`config.mk`:
```
export PLATFORM = sky130hd
export DESIGN_NAME = prio_vec_intc
export DESIGN_NICKNAME = d
export VERILOG_FILES = /design/src/rtl/intc_pkg.sv /design/src/rtl/intc_pending.sv /design/src/rtl/intc_arbiter.sv /design/src/rtl/intc_nest.sv /design/src/rtl/prio_vec_intc.sv
export SDC_FILE = /design/constraint.sdc
export NUM_CORES = 1
export LEC_CHECK = 0
export BUFFER_PORTS_ARGS = -buffer_cell sky130_fd_sc_hd__buf_2
export CAP_MARGIN = 25
export CORE_MARGIN = 3
export CORE_UTILIZATION = 40
export CTS_CLUSTER_DIAMETER = 60
export CTS_CLUSTER_SIZE = 40
export DETAILED_ROUTE_END_ITERATION = 8
export HOLD_SLACK_MARGIN = 0.05
export PLACE_DENSITY_LB_ADDON = 0.12
export SYNTH_ARGS = -nofsm -noshare
export SYNTH_HDL_FRONTEND = slang
export SYNTH_SLANG_ARGS = --single-unit
```
`constraint.sdc`:
```
create_clock -name clk -period 1.68 [get_ports clk]
set_input_delay 0.084 -clock clk [delete_from_list [all_inputs] [get_ports clk]]
set_output_delay 0.084 -clock clk [all_outputs]
set_load 0.01 [all_outputs]
```
`src/rtl/intc_pkg.sv`:
```
package intc_pkg;
  typedef enum logic [1:0] {
    SRC_NONE = 2'd0,
    SRC_NMI  = 2'd1,
    SRC_DEV  = 2'd2,
    SRC_SOFT = 2'd3
  } src_kind_e;
endpackage

```
`src/rtl/intc_pending.sv`:
```
module intc_pending #(
  parameter int N_SLOT = 6
) (
  input  logic              clk,
  input  logic              rst_n,
  input  logic [N_SLOT-1:0] set_i,
  input  logic [N_SLOT-1:0] clr_i,
  output logic [N_SLOT-1:0] pend_o
);
  logic [N_SLOT-1:0] pend_q;

  for (genvar s = 0; s < N_SLOT; s++) begin : g_slot
    always_ff @(posedge clk or negedge rst_n) begin
      if (!rst_n) pend_q[s] <= 1'b0;
      else        pend_q[s] <= set_i[s] | (pend_q[s] & ~clr_i[s]);
    end

    AST_SET_STICKS: assert property (@(posedge clk) disable iff (!rst_n)
      set_i[s] |=> pend_q[s]);
  end

  assign pend_o = pend_q;
endmodule

```
`src/rtl/intc_arbiter.sv`:
```
module intc_arbiter
  import intc_pkg::*;
#(
  parameter int N_DEV  = 4,
  parameter int N_SLOT = N_DEV + 2,
  parameter int SLOT_W = $clog2(N_SLOT)
) (
  input  logic              clk,
  input  logic              rst_n,
  input  logic [N_SLOT-1:0] pend_i,
  input  logic              gmask_i,
  input  logic [N_DEV-1:0]  smask_i,
  output logic              valid_o,
  output logic [SLOT_W-1:0] slot_o,
  output logic [N_SLOT-1:0] grant_o,
  output src_kind_e         kind_o
);
  logic [N_SLOT-1:0] elig;

  assign elig[0] = pend_i[0];
  for (genvar i = 0; i < N_DEV; i++) begin : g_dev
    assign elig[i+1] = pend_i[i+1] & ~gmask_i & ~smask_i[i];
  end
  assign elig[N_SLOT-1] = pend_i[N_SLOT-1];

  always_comb begin
    valid_o = 1'b0;
    slot_o  = '0;
    for (int s = N_SLOT - 1; s >= 0; s--) begin
      if (elig[s]) begin
        valid_o = 1'b1;
        slot_o  = SLOT_W'(s);
      end
    end
  end

  always_comb begin
    grant_o = '0;
    if (valid_o) grant_o[slot_o] = 1'b1;
  end

  always_comb begin
    if (!valid_o)                              kind_o = SRC_NONE;
    else if (slot_o == '0)                     kind_o = SRC_NMI;
    else if (slot_o == SLOT_W'(N_SLOT - 1))    kind_o = SRC_SOFT;
    else                                       kind_o = SRC_DEV;
  end

  AST_MASKED_QUIET: assert property (@(posedge clk) disable iff (!rst_n)
    (valid_o && gmask_i) |-> (kind_o != SRC_DEV));
  AST_NMI_FIRST: assert property (@(posedge clk) disable iff (!rst_n)
    pend_i[0] |-> (valid_o && kind_o == SRC_NMI));
  AST_ONE_GRANT: assert property (@(posedge clk) disable iff (!rst_n)
    $onehot0(grant_o));
endmodule

```
`src/rtl/intc_nest.sv`:
```
module intc_nest #(
  parameter int N_DEV     = 4,
  parameter int MAX_DEPTH = 3,
  parameter int PTR_W     = $clog2(MAX_DEPTH + 1)
) (
  input  logic             clk,
  input  logic             rst_n,
  input  logic             accept_i,
  input  logic             ret_i,
  input  logic             gmask_we_i,
  input  logic             gmask_wd_i,
  input  logic             smask_we_i,
  input  logic [N_DEV-1:0] smask_wd_i,
  output logic             gmask_o,
  output logic [N_DEV-1:0] smask_o,
  output logic [PTR_W-1:0] ptr_o
);
  localparam logic [PTR_W-1:0] PTR_MAX = PTR_W'(MAX_DEPTH);

  logic             gmask_q;
  logic [N_DEV-1:0] smask_q;
  logic [PTR_W-1:0] ptr_q;

  always_ff @(posedge clk or negedge rst_n) begin
    if (!rst_n) begin
      gmask_q <= 1'b0;
    end else if (accept_i) begin
      gmask_q <= 1'b1;
    end else if (ret_i) begin
      gmask_q <= 1'b0;
    end else if (gmask_we_i) begin
      gmask_q <= gmask_wd_i;
    end
  end

  always_ff @(posedge clk or negedge rst_n) begin
    if (!rst_n)          smask_q <= '1;
    else if (smask_we_i) smask_q <= smask_wd_i;
  end

  always_ff @(posedge clk or negedge rst_n) begin
    if (!rst_n) begin
      ptr_q <= '0;
    end else if (accept_i && !ret_i) begin
      if (ptr_q != PTR_MAX) ptr_q <= ptr_q + 1'b1;
    end else if (ret_i && !accept_i) begin
      if (ptr_q != '0) ptr_q <= ptr_q - 1'b1;
    end
  end

  assign gmask_o = gmask_q;
  assign smask_o = smask_q;
  assign ptr_o   = ptr_q;

  AST_PTR_RANGE: assert property (@(posedge clk) disable iff (!rst_n)
    ptr_q <= PTR_MAX);
  AST_ACCEPT_MASKS: assert property (@(posedge clk) disable iff (!rst_n)
    accept_i |=> gmask_q);
  AST_PTR_UP: assert property (@(posedge clk) disable iff (!rst_n)
    (accept_i && !ret_i && ptr_q != PTR_MAX) |=> ptr_q == $past(ptr_q) + 1'b1);
  AST_PTR_DOWN: assert property (@(posedge clk) disable iff (!rst_n)
    (ret_i && !accept_i && ptr_q != '0) |=> ptr_q == $past(ptr_q) - 1'b1);
  AST_RET_UNMASKS: assert property (@(posedge clk) disable iff (!rst_n)
    (ret_i && !accept_i) |=> !gmask_q);
endmodule

```
`src/rtl/prio_vec_intc.sv`:
```
module prio_vec_intc
  import intc_pkg::*;
#(
  parameter int N_DEV     = 4,
  parameter int ADDR_W    = 16,
  parameter int VEC_BASE  = 'h100,
  parameter int VEC_STEP  = 4,
  parameter int MAX_DEPTH = 3,
  parameter int PTR_W     = $clog2(MAX_DEPTH + 1)
) (
  input  logic              clk,
  input  logic              rst_n,
  input  logic [N_DEV-1:0]  dev_req,
  input  logic              nmi_req,
  input  logic              sw_req,
  input  logic              gmask_we,
  input  logic              gmask_wd,
  input  logic              smask_we,
  input  logic [N_DEV-1:0]  smask_wd,
  output logic              irq_valid,
  output logic [ADDR_W-1:0] irq_vector,
  input  logic              ack,
  input  logic              ret,
  output logic              gmask,
  output logic [PTR_W-1:0]  bank_ptr
);
  localparam int N_SLOT = N_DEV + 2;
  localparam int SLOT_W = $clog2(N_SLOT);
  localparam logic [ADDR_W-1:0] BASE_A = ADDR_W'(VEC_BASE);
  localparam logic [ADDR_W-1:0] STEP_A = ADDR_W'(VEC_STEP);
  localparam logic [ADDR_W-1:0] LAST_A = ADDR_W'(VEC_BASE + (N_SLOT - 1) * VEC_STEP);

  logic [N_SLOT-1:0] req_set, req_clr, pend;
  logic [N_SLOT-1:0] grant;
  logic [SLOT_W-1:0] slot;
  logic [N_DEV-1:0]  smask;
  logic              offer, accept;
  src_kind_e         kind;

  assign req_set = {sw_req, dev_req, nmi_req};
  assign accept  = offer & ack;
  assign req_clr = accept ? grant : '0;

  intc_pending #(.N_SLOT(N_SLOT)) u_pend (
    .clk(clk), .rst_n(rst_n),
    .set_i(req_set), .clr_i(req_clr), .pend_o(pend)
  );

  intc_arbiter #(.N_DEV(N_DEV), .N_SLOT(N_SLOT), .SLOT_W(SLOT_W)) u_arb (
    .clk(clk), .rst_n(rst_n),
    .pend_i(pend), .gmask_i(gmask), .smask_i(smask),
    .valid_o(offer), .slot_o(slot), .grant_o(grant), .kind_o(kind)
  );

  intc_nest #(.N_DEV(N_DEV), .MAX_DEPTH(MAX_DEPTH), .PTR_W(PTR_W)) u_nest (
    .clk(clk), .rst_n(rst_n),
    .accept_i(accept), .ret_i(ret),
    .gmask_we_i(gmask_we), .gmask_wd_i(gmask_wd),
    .smask_we_i(smask_we), .smask_wd_i(smask_wd),
    .gmask_o(gmask), .smask_o(smask), .ptr_o(bank_ptr)
  );

  assign irq_valid  = offer;
  assign irq_vector = BASE_A + ADDR_W'(slot) * STEP_A;

  AST_NMI_OFFERED: assert property (@(posedge clk) disable iff (!rst_n)
    nmi_req |=> (irq_valid && irq_vector == BASE_A));
  AST_VEC_IN_TABLE: assert property (@(posedge clk) disable iff (!rst_n)
    irq_valid |-> (irq_vector >= BASE_A && irq_vector <= LAST_A));
  AST_HOLD_OFFER: assert property (@(posedge clk) disable iff (!rst_n)
    (irq_valid && !ack && !gmask_we && !smask_we) |=> irq_valid);
  AST_IDLE_ACK: assert property (@(posedge clk) disable iff (!rst_n)
    (!irq_valid && ack && !ret && !gmask_we) |=> $stable(bank_ptr) && $stable(gmask));
endmodule

```
[Word-level counts from Yosys, hierarchy flattened]
Index checks and enable logic that the tools add are counted.
Storage, ports and cells
  logic and storage cells: 81
  register bits: 13
Operators by class
  bitwise gates (word level): 32
  $lt $le $gt $ge: 2
  add/subtract/negate cells: 3
  reductions and logical operators: 10
  mux-type cells: 23
  equality and inequality tests: 2
Operators by type and width (count)
  $mux W3: 6
  $and A1 B1 Y1: 15
  $mux W6: 2
  $not A1 Y1: 11
  $add A9 B5 Y10 const A: 1
  $mux W1: 10
  $mux W2: 4
  $or A1 B1 Y1: 6
  $reduce_bool A2 Y1: 3
  $lt A3 B4 Y1 const B: 1
  $ne A2 B2 Y1 const B: 2
  $demux W1 S3: 1
  $ge A3 B1 Y1 const B: 1
  $logic_and A1 B1 Y1: 3
  $reduce_and A3 Y1: 1
  $reduce_bool A3 Y1: 1
  $add A2 B1 Y2 const B: 1
  $logic_not A1 Y1: 2
  $sub A2 B1 Y2 const B: 1

[Logic depth before layout (Yosys ltp)]
Gate-level depths: netlist of run 1.
  depth after elaboration: 17
  gate-level depth with buffers: 5

[Hierarchy]
Synthesis of run 1 repeated with hierarchy kept, for this count alone.
Second synthesis, totals
  cells, all modules: 100
  area, all modules: 914.6 um2
By module, submodules not included
  intc_nest: area each 330.3 um2, sequential area each 180.2 um2, instances 1, cells an instance 26
  intc_pending: area each 217.7 um2, sequential area each 150.1 um2, instances 1, cells an instance 18
  intc_arbiter: area each 216.5 um2, sequential area each 0.0 um2, instances 1, cells an instance 34
  prio_vec_intc: area each 150.1 um2, sequential area each 0.0 um2, instances 1, cells an instance 22

[Worst setup path before layout of run 1]
No wires, ideal clock.
  kind: reg2reg
  start: register u_nest.smask_q[2] (netlist: u_nest.smask_o[2])
  end: register u_nest.ptr_q[1] (netlist: u_nest.ptr_o[1])
  setup time: 121 ps
  arrival time: 1500 ps
  stages on the path, launching flop included: 6
  setup slack: 58 ps
  required time: 1559 ps
  cells stage by stage: dfstp_2 -> nand2b_1 -> a21oi_1 -> o41ai_4 -> a21boi_0 -> o22a_1
On the way
  word-level cells in the longest chain between the ends: 11
  elaborated cells on any way between the ends: 15
  classes of those cells: 1 x eq/ne; 5 x mux; 3 x bitwise; 6 x reduce/logical
Ends and longest elaborated chain
  from (decl): RTL line intc_nest.sv:21  | logic [N_DEV-1:0] smask_q;
  from (signal assigned): RTL line intc_nest.sv:38  | else if (smask_we_i) smask_q <= smask_wd_i;
  $not A1 Y1 *: RTL line intc_arbiter.sv:22  | assign elig[i+1] = pend_i[i+1] & ~gmask_i & ~smask_i[i];
  $and A1 B1 Y1 *: RTL line intc_arbiter.sv:22
  $mux W1 * (4 in series): RTL line intc_arbiter.sv:30  | if (elig[s]) begin
  $and A1 B1 Y1 *: RTL line prio_vec_intc.sv:41  | assign accept = offer & ack;
  $logic_not A1 Y1: RTL line intc_nest.sv:46  | end else if (ret_i && !accept_i) begin
  $logic_and A1 B1 Y1: RTL line intc_nest.sv:46
  $reduce_bool A2 Y1 (no source line)
  $reduce_and A3 Y1 (no source line)
  to (signal assigned): RTL line intc_nest.sv:45  | if (ptr_q != PTR_MAX) ptr_q <= ptr_q + 1'b1;
  to (signal assigned): RTL line intc_nest.sv:47  | if (ptr_q != '0) ptr_q <= ptr_q - 1'b1;
  to (decl): RTL line intc_nest.sv:22  | logic [PTR_W-1:0] ptr_q;
Mark *: on every way between the ends. The rest lies on a longest branch, timed or not.
A chain may end at the register's enable or synchronous reset.

[Worst setup path after layout of run 1]
  start: register u_nest.gmask_q (netlist: u_nest.gmask_o)
  end: output irq_vector[2]
On the way
  word-level cells in the longest chain between the ends: 9
  elaborated cells on any way between the ends: 15
  classes of those cells: 1 x add/sub; 5 x mux; 9 x bitwise
Ends and longest elaborated chain
  from (decl): RTL line intc_nest.sv:20  | logic gmask_q;
  from (signal assigned): RTL line intc_nest.sv:32  | gmask_q <= gmask_wd_i;
  $not A1 Y1 *: RTL line intc_arbiter.sv:22
  $and A1 B1 Y1 (2 in series): RTL line intc_arbiter.sv:22
  $mux W3 (3 in series): RTL line intc_arbiter.sv:30
  $mux W3 * (2 in series): RTL line intc_arbiter.sv:30
  $add A9 B5 Y10 *: RTL line prio_vec_intc.sv:64  | assign irq_vector = BASE_A + ADDR_W'(slot) * STEP_A;
  to (decl): RTL line prio_vec_intc.sv:21  | output logic [ADDR_W-1:0] irq_vector,
Marks and branches as above.

==> qor.yml, run 1 <==
logic_synthesis:
  yosysSeqAreaShare: 0.4251
  synth.distinct_cells: 25
  ys_ff_latch: 13
  postSynthCellCount: 75
  synth_ff_type: "dfrtp_1"
  yosys_warnings: 0
  synth-edff-count: 0
  syn_avg_cell_area_um2: 10.36
  synth_area_leader_cell: "dfrtp_1"
  synth_commonest_cells: "13 x buf_4, 9 x dfrtp_1, 8 x nand2b_1"
  yosysMostFrequentCell: "buf_4"
  async_flop_share: 1.000
  synth_top_cell_area_share: 0.2899
  synth.area.top_cells: "dfrtp_1 29%, dfstp_2 14%, buf_4 13%"
  synth_area_um2: 777.0
pwr:
  p_total_mw: 0.9145
  p_per_area_nw_per_um2: 765.4
  vdd_drop_max_mv: 0.5349
  p_leak_nw: 0.5519
placed_design:
  placedCellCount: 129
  gp_congestion: 0.8011
  place_ws_ns: -0.07383
  place_hpwl_um: 1249
  io_buffer_count: 23
  placed_cell_area_um2: 927.1
floorplan:
  dieHeight_um: 50.08
  initial_core_util: 0.4358
  die_area_um2: 2508
  rows: 15
  die_w_um: 50.08
  ios: 37
  core-area_um2: 1783
worst_setup_path:
  critPathArrivalTime_ns: 1.59
  required_ns: 1.60
  start_kind: "flip-flop"
  crit_type: "flip-flop to output pin"
  cp_max_fo: 4
  endpoint_kind: "output pin"
sta:
  fin_worst_skew_ns: 0.001351
  fmax_mhz: 599.1
  period_needed_ns: 1.669
  setup_viol: 0
  worst_slack_ns: 0.01073
  fin_crit_sh: 0.9936
  finalHoldViolCount: 0
  rsz0062_at_grt: "true"
  setup_tns_ns: 0
  drv_slew: 0
  whs_ns: 0.1030
routing:
  vias_per_cell: 4.680
  first_pass_iters: 4
  via_count: 688
  first_iter_violations: 6
  drt-total-wl_um: 1851
  drtAntennaViolNets: 0
  drt-wirelength-per-cell_um: 12.59
  drc: 0
clock_tree:
  insertion_delay_ns: 0.27
  cts_tree: "built"
  clk_path_buf_depth: 2
  htreeDepth: 1
  cts.sink_count: 13
  cts_root_buf: "clkbuf_4"
  clkSlewWorstSetupHoldPaths_ns: 0.08
  numCtsBuffers: 3
grt:
  first_global_vias: 720
  overflow: 0
  antenna_found_initial: 0
  grt_max_degree: 14
  grt_pass1_wl_um: 3125
  grt_usage: 0.1657
flow_run:
  maxCapViolCount: 0
finish:
  antenna_cells: 0
  drive_above_1_share: 0.5000
  design_area_um2: 1195
  fin_cells: 147
  final_nets: 140
  utilization: 0.6702
  syn_to_final_growth_pct: 53.78
run_status:
  status: "finished clean"
hold_path:
  hp-class: "input port to flip-flop"
[cell usage in the layout (no fill, tap or decap), types with 2 or more instances in the layout]
master         instances
nor2_1                 5
conb_1                13
dlygate4sd3_1         11
nand2b_1               3
nand2b_4               5
buf_4                 10
buf_2                 23
clkbuf_4               3
nand3_2                2
mux2_2                 4
dfrtp_1                8
o21ai_0                2
mux2i_1                2
a21o_1                 6
dfstp_2                4
nand2_1                2
[sequential cells by signal, indices dropped and copies added (netlist names)]
name / count
u_nest.gmask_o: 1
u_nest.ptr_o: 2
u_nest.smask_o: 4
u_pend.pend_o: 6
[timing repair]
item	in CTS	in global routing
gates cloned	0	0
setup buffers	2	2
gates resized for setup	10	9
hold buffers	11	0
hold endpoints to repair	23	0
pin swaps	2	5
endpoints found under the setup margin	8	8
[path summary, 6_finish.rpt]
kind,startpoint,endpoint,slack [ns],cells after the start
max,u_nest.gmask_o,irq_vector[2],0.01,4
min,ret,u_nest.gmask_o,0.10,2
max reg2reg,u_nest.gmask_o,u_pend.pend_o[5],0.04,6
min reg2reg,u_pend.pend_o[3],u_pend.pend_o[3],0.56,1
max in group asynchronous,rst_n,u_nest.smask_o[3],1.18,2
min in group asynchronous,rst_n,u_pend.pend_o[3],0.22,2
[per-layer routing]
| metal | routed length [um] | vias to the layer above | GRT usage | part of all wire |
|---|---|---|---|---|
| li1 | - | 329 | - | - |
| met2 | 973 | 21 | 0.2804 | 0.53 |
| met5 | 0 | - | 0 | 0 |
| met4 | 0 | 0 | 0.08295 | 0 |
| met3 | 98 | 0 | 0.04230 | 0.053 |
| met1 | 780 | 338 | 0.1902 | 0.42 |
[cell families (layout without fill, tap and decap cells)]
logic type,Yosys count,in the layout,synth area share
compound gates,17,17,0.1868
buf+inv,14,50,0.1304
flops,13,13,0.4251
mux,6,6,0.08373
other cells,2,13,0.009665
simple gates,23,23,0.1643
[final cells by class]
type,instances,area [um^2]
repair buffers,45,311.5
multi-input cells,59,490.5
inverters,1,3.754
well taps,25,31.28
flip-flops and latches,13,331.6
fillers,142,588.1
clock buffers,4,26.28
[worst max-delay path, stage by stage, from the launching register on]
cell and delay, ns:
dfrtp_2 0.45, buf_6 0.14, a21o_1 0.18, a221oi_4 0.35, buf_2 0.19
[power breakdown]
part	leakage, nW	internal [mW]	total [mW]	switching (mW)
Combinational	0.405	0.171	0.308	0.137
Sequential	0.132	0.361	0.416	0.0552
Clock	0.0150	0.0920	0.191	0.0986
(Power assumes the default switching activity.)
==> run 2: changes to the inputs <==
==> constraint.sdc (replaced) <==
create_clock -name clk -period 1.68 [get_ports clk]
set_input_delay 0.084 -clock clk [delete_from_list [all_inputs] [get_ports clk]]
set_output_delay 0.084 -clock clk [all_outputs]
set_load 0.02 [all_outputs]
==> qor.yml, run 2 (synthesis gave the netlist of run 1 again) <==
grt:
  grt_max_degree: 14  # unchanged
  overflow: 0  # unchanged
  grt_pass1_wl_um: 2497  # -20%
  antenna_found_initial: 0  # unchanged
  first_global_vias: 542  # -25%
  grt_usage: 0.1313  # -0.03440
routing:
  wl_met3_um: 127  # +30%
  met1_length_um: 699  # -10%
  drt-total-wl_um: 1527  # -18%
  drtAntennaViolNets: 0  # unchanged
  vias_per_cell: 4.636  # -0.95%
  drt-wirelength-per-cell_um: 10.91  # -13%
  drc: 0  # unchanged
  via_count: 649  # -5.7%
  dr_wl_met2_um: 689  # -29%
  first_iter_violations: 9  # +3
  first_pass_iters: 4  # unchanged
  dr.max_layer_used: "met4"
finish:
  syn_to_final_growth_pct: 43.96
  largest_reg_flops: 6  # unchanged
  layout_commonest_cell: "buf_2"
  final_nets: 133  # -5.0%
  antenna_cells: 0  # unchanged
  seq_area_um2: 332.8  # +0.38%
  final_cell_mix: "21 x buf_2, 13 x conb_1, 11 x dlygate4sd3_1, 7 x dfrtp_1, 6 x a21o_1"
  utilization: 0.6274  # -0.04281
  multi_input_area_um2: 459.2  # -6.4%
  drive_above_1_share: 0.4783  # -0.02174
  fin_cells: 140  # -4.8%
  fillers: 161  # +13%
  design_area_um2: 1119  # -6.4%
floorplan:
  initial_core_util: 0.4358  # unchanged
  dieHeight_um: 50.08  # unchanged
  die_area_um2: 2508  # unchanged
  rows: 15  # unchanged
  ios: 37  # unchanged
  die_w_um: 50.08  # unchanged
  core-area_um2: 1783  # unchanged
sta:
  drv_slew: 0  # unchanged
  fin_crit_sh: 0.9959  # +0.002258
  rsz0062_at_grt: "true"
  fmax_mhz: 597.7  # -0.23%
  setup_tns_ns: 0  # unchanged
  finalHoldViolCount: 0  # unchanged
  whs_ns: 0.08866  # -0.01436 ns
  period_needed_ns: 1.673  # +0.003793 ns
  setup_viol: 0  # unchanged
  fin_worst_skew_ns: 0.0009171  # -0.0004337 ns
clock_tree:
  htreeDepth: 1  # unchanged
  clkSlewWorstSetupHoldPaths_ns: 0.08  # about the same
  clk_path_buf_depth: 2  # unchanged
  insertion_delay_ns: 0.28  # about the same
  cts_root_buf: "clkbuf_4"
  cts_tree: "built"
  numCtsBuffers: 3  # unchanged
  cts.sink_count: 13  # unchanged
hold_path:
  holdCritStartpoint: "ret"
  hp-class: "input port to flip-flop"
  holdPathStages: 2  # unchanged
  hold_end: "u_nest.gmask_o"
worst_setup_path:
  cp_max_fo: 5  # +1
  critPathArrivalTime_ns: 1.59  # about the same
  r2r_start: "u_nest.smask_o[2]"
  r2r-end: "u_nest.ptr_o[0]"
  required_ns: 1.60  # about the same
  rrSetupSlack_ns: 0.07  # +0.03 ns
  endpoint_kind: "output pin"
  crit_type: "flip-flop to output pin"
  reg2regPathDepth: 6  # unchanged
  start_kind: "flip-flop"
placed_design:
  place_hpwl_um: 1156  # -7.5%
  placedCellCount: 123  # -4.7%
  placed_cell_area_um2: 894.6  # -3.5%
  gp_congestion: 0.7667  # -4.3%
  io_buffer_count: 23  # unchanged
pwr:
  vdd_drop_max_mv: 0.6515  # +22%
  p_per_area_nw_per_um2: 817.8  # +6.9%
  p_leak_nw: 0.5130  # -7.0%
flow_run:
  maxCapViolCount: 0  # unchanged
run_status:
  status: "finished clean"
-- run 2: worst max path at each step --
stage / end / start / slack, ns / cells after the start
after global placement: u_nest.ptr_o[1] / u_nest.smask_o[0] / -0.002 / 5
after detailed placement: u_nest.ptr_o[1] / u_nest.smask_o[0] / -0.04 / 5
after global routing: irq_vector[2] / u_nest.smask_o[3] / -0.06 / 4
after floorplan: u_pend.pend_o[4] / u_nest.gmask_o / 0.01 / 5
final: irq_vector[2] / u_nest.smask_o[3] / 0.007 / 4
after CTS: irq_vector[2] / u_nest.smask_o[3] / 0.001 / 4
-- run 2: routing by layer --
metal	track usage	vias to the layer above
met5	0	-
met4	0.04147	0
met3	0.04532	2
met2	0.2000	27
met1	0.1723	302
li1	-	318
-- run 2: worst max-delay path, cell delays in order (launching register included) --
cell and delay [ns]:
dfstp_2 0.55, nor3b_2 0.06, nand2b_4 0.15, a221oi_4 0.38
buf_6 0.17
-- run 2: what timing repair did --
| action | in CTS | in global routing |
|---|---|---|
| endpoints found under the setup margin | 5 | 7 |
| pin swaps | 3 | 3 |
| buffers inserted | 1 | 1 |
| gates resized for setup | 8 | 8 |
| gates cloned | 0 | 0 |
| hold endpoints to repair | 23 | 0 |
| hold buffers | 11 | 0 |
-- run 2: final cells by class --
| type | count | area share |
|---|---|---|
| multi-input cells | 59 | 0.4105 |
| flip-flops and latches | 13 | 0.2975 |
| repair buffers | 38 | 0.2360 |
| well taps | 25 | 0.02796 |
| clock buffers | 3 | 0.02013 |
| clock inverters | 1 | 0.004474 |
| inverters | 1 | 0.003356 |
-- run 2: metrics by stage --
step / setup slack, ns / power [mW]
floorplan: 0.01249 / 0.6051
global placement: -0.001739 / 0.6664
detailed placement: -0.03872 / 0.6726
CTS: 0.001372 / 0.9071
global route: -0.05745 / 0.9720
finish: 0.006941 / 0.9148
-- run 2: report_power, final --
| part | internal, mW | leakage [nW] | switching [mW] |
|---|---|---|---|
| combinational | 0.153 | 0.364 | 0.158 |
| sequential | 0.361 | 0.131 | 0.0507 |
| clock | 0.0883 | 0.0177 | 0.104 |
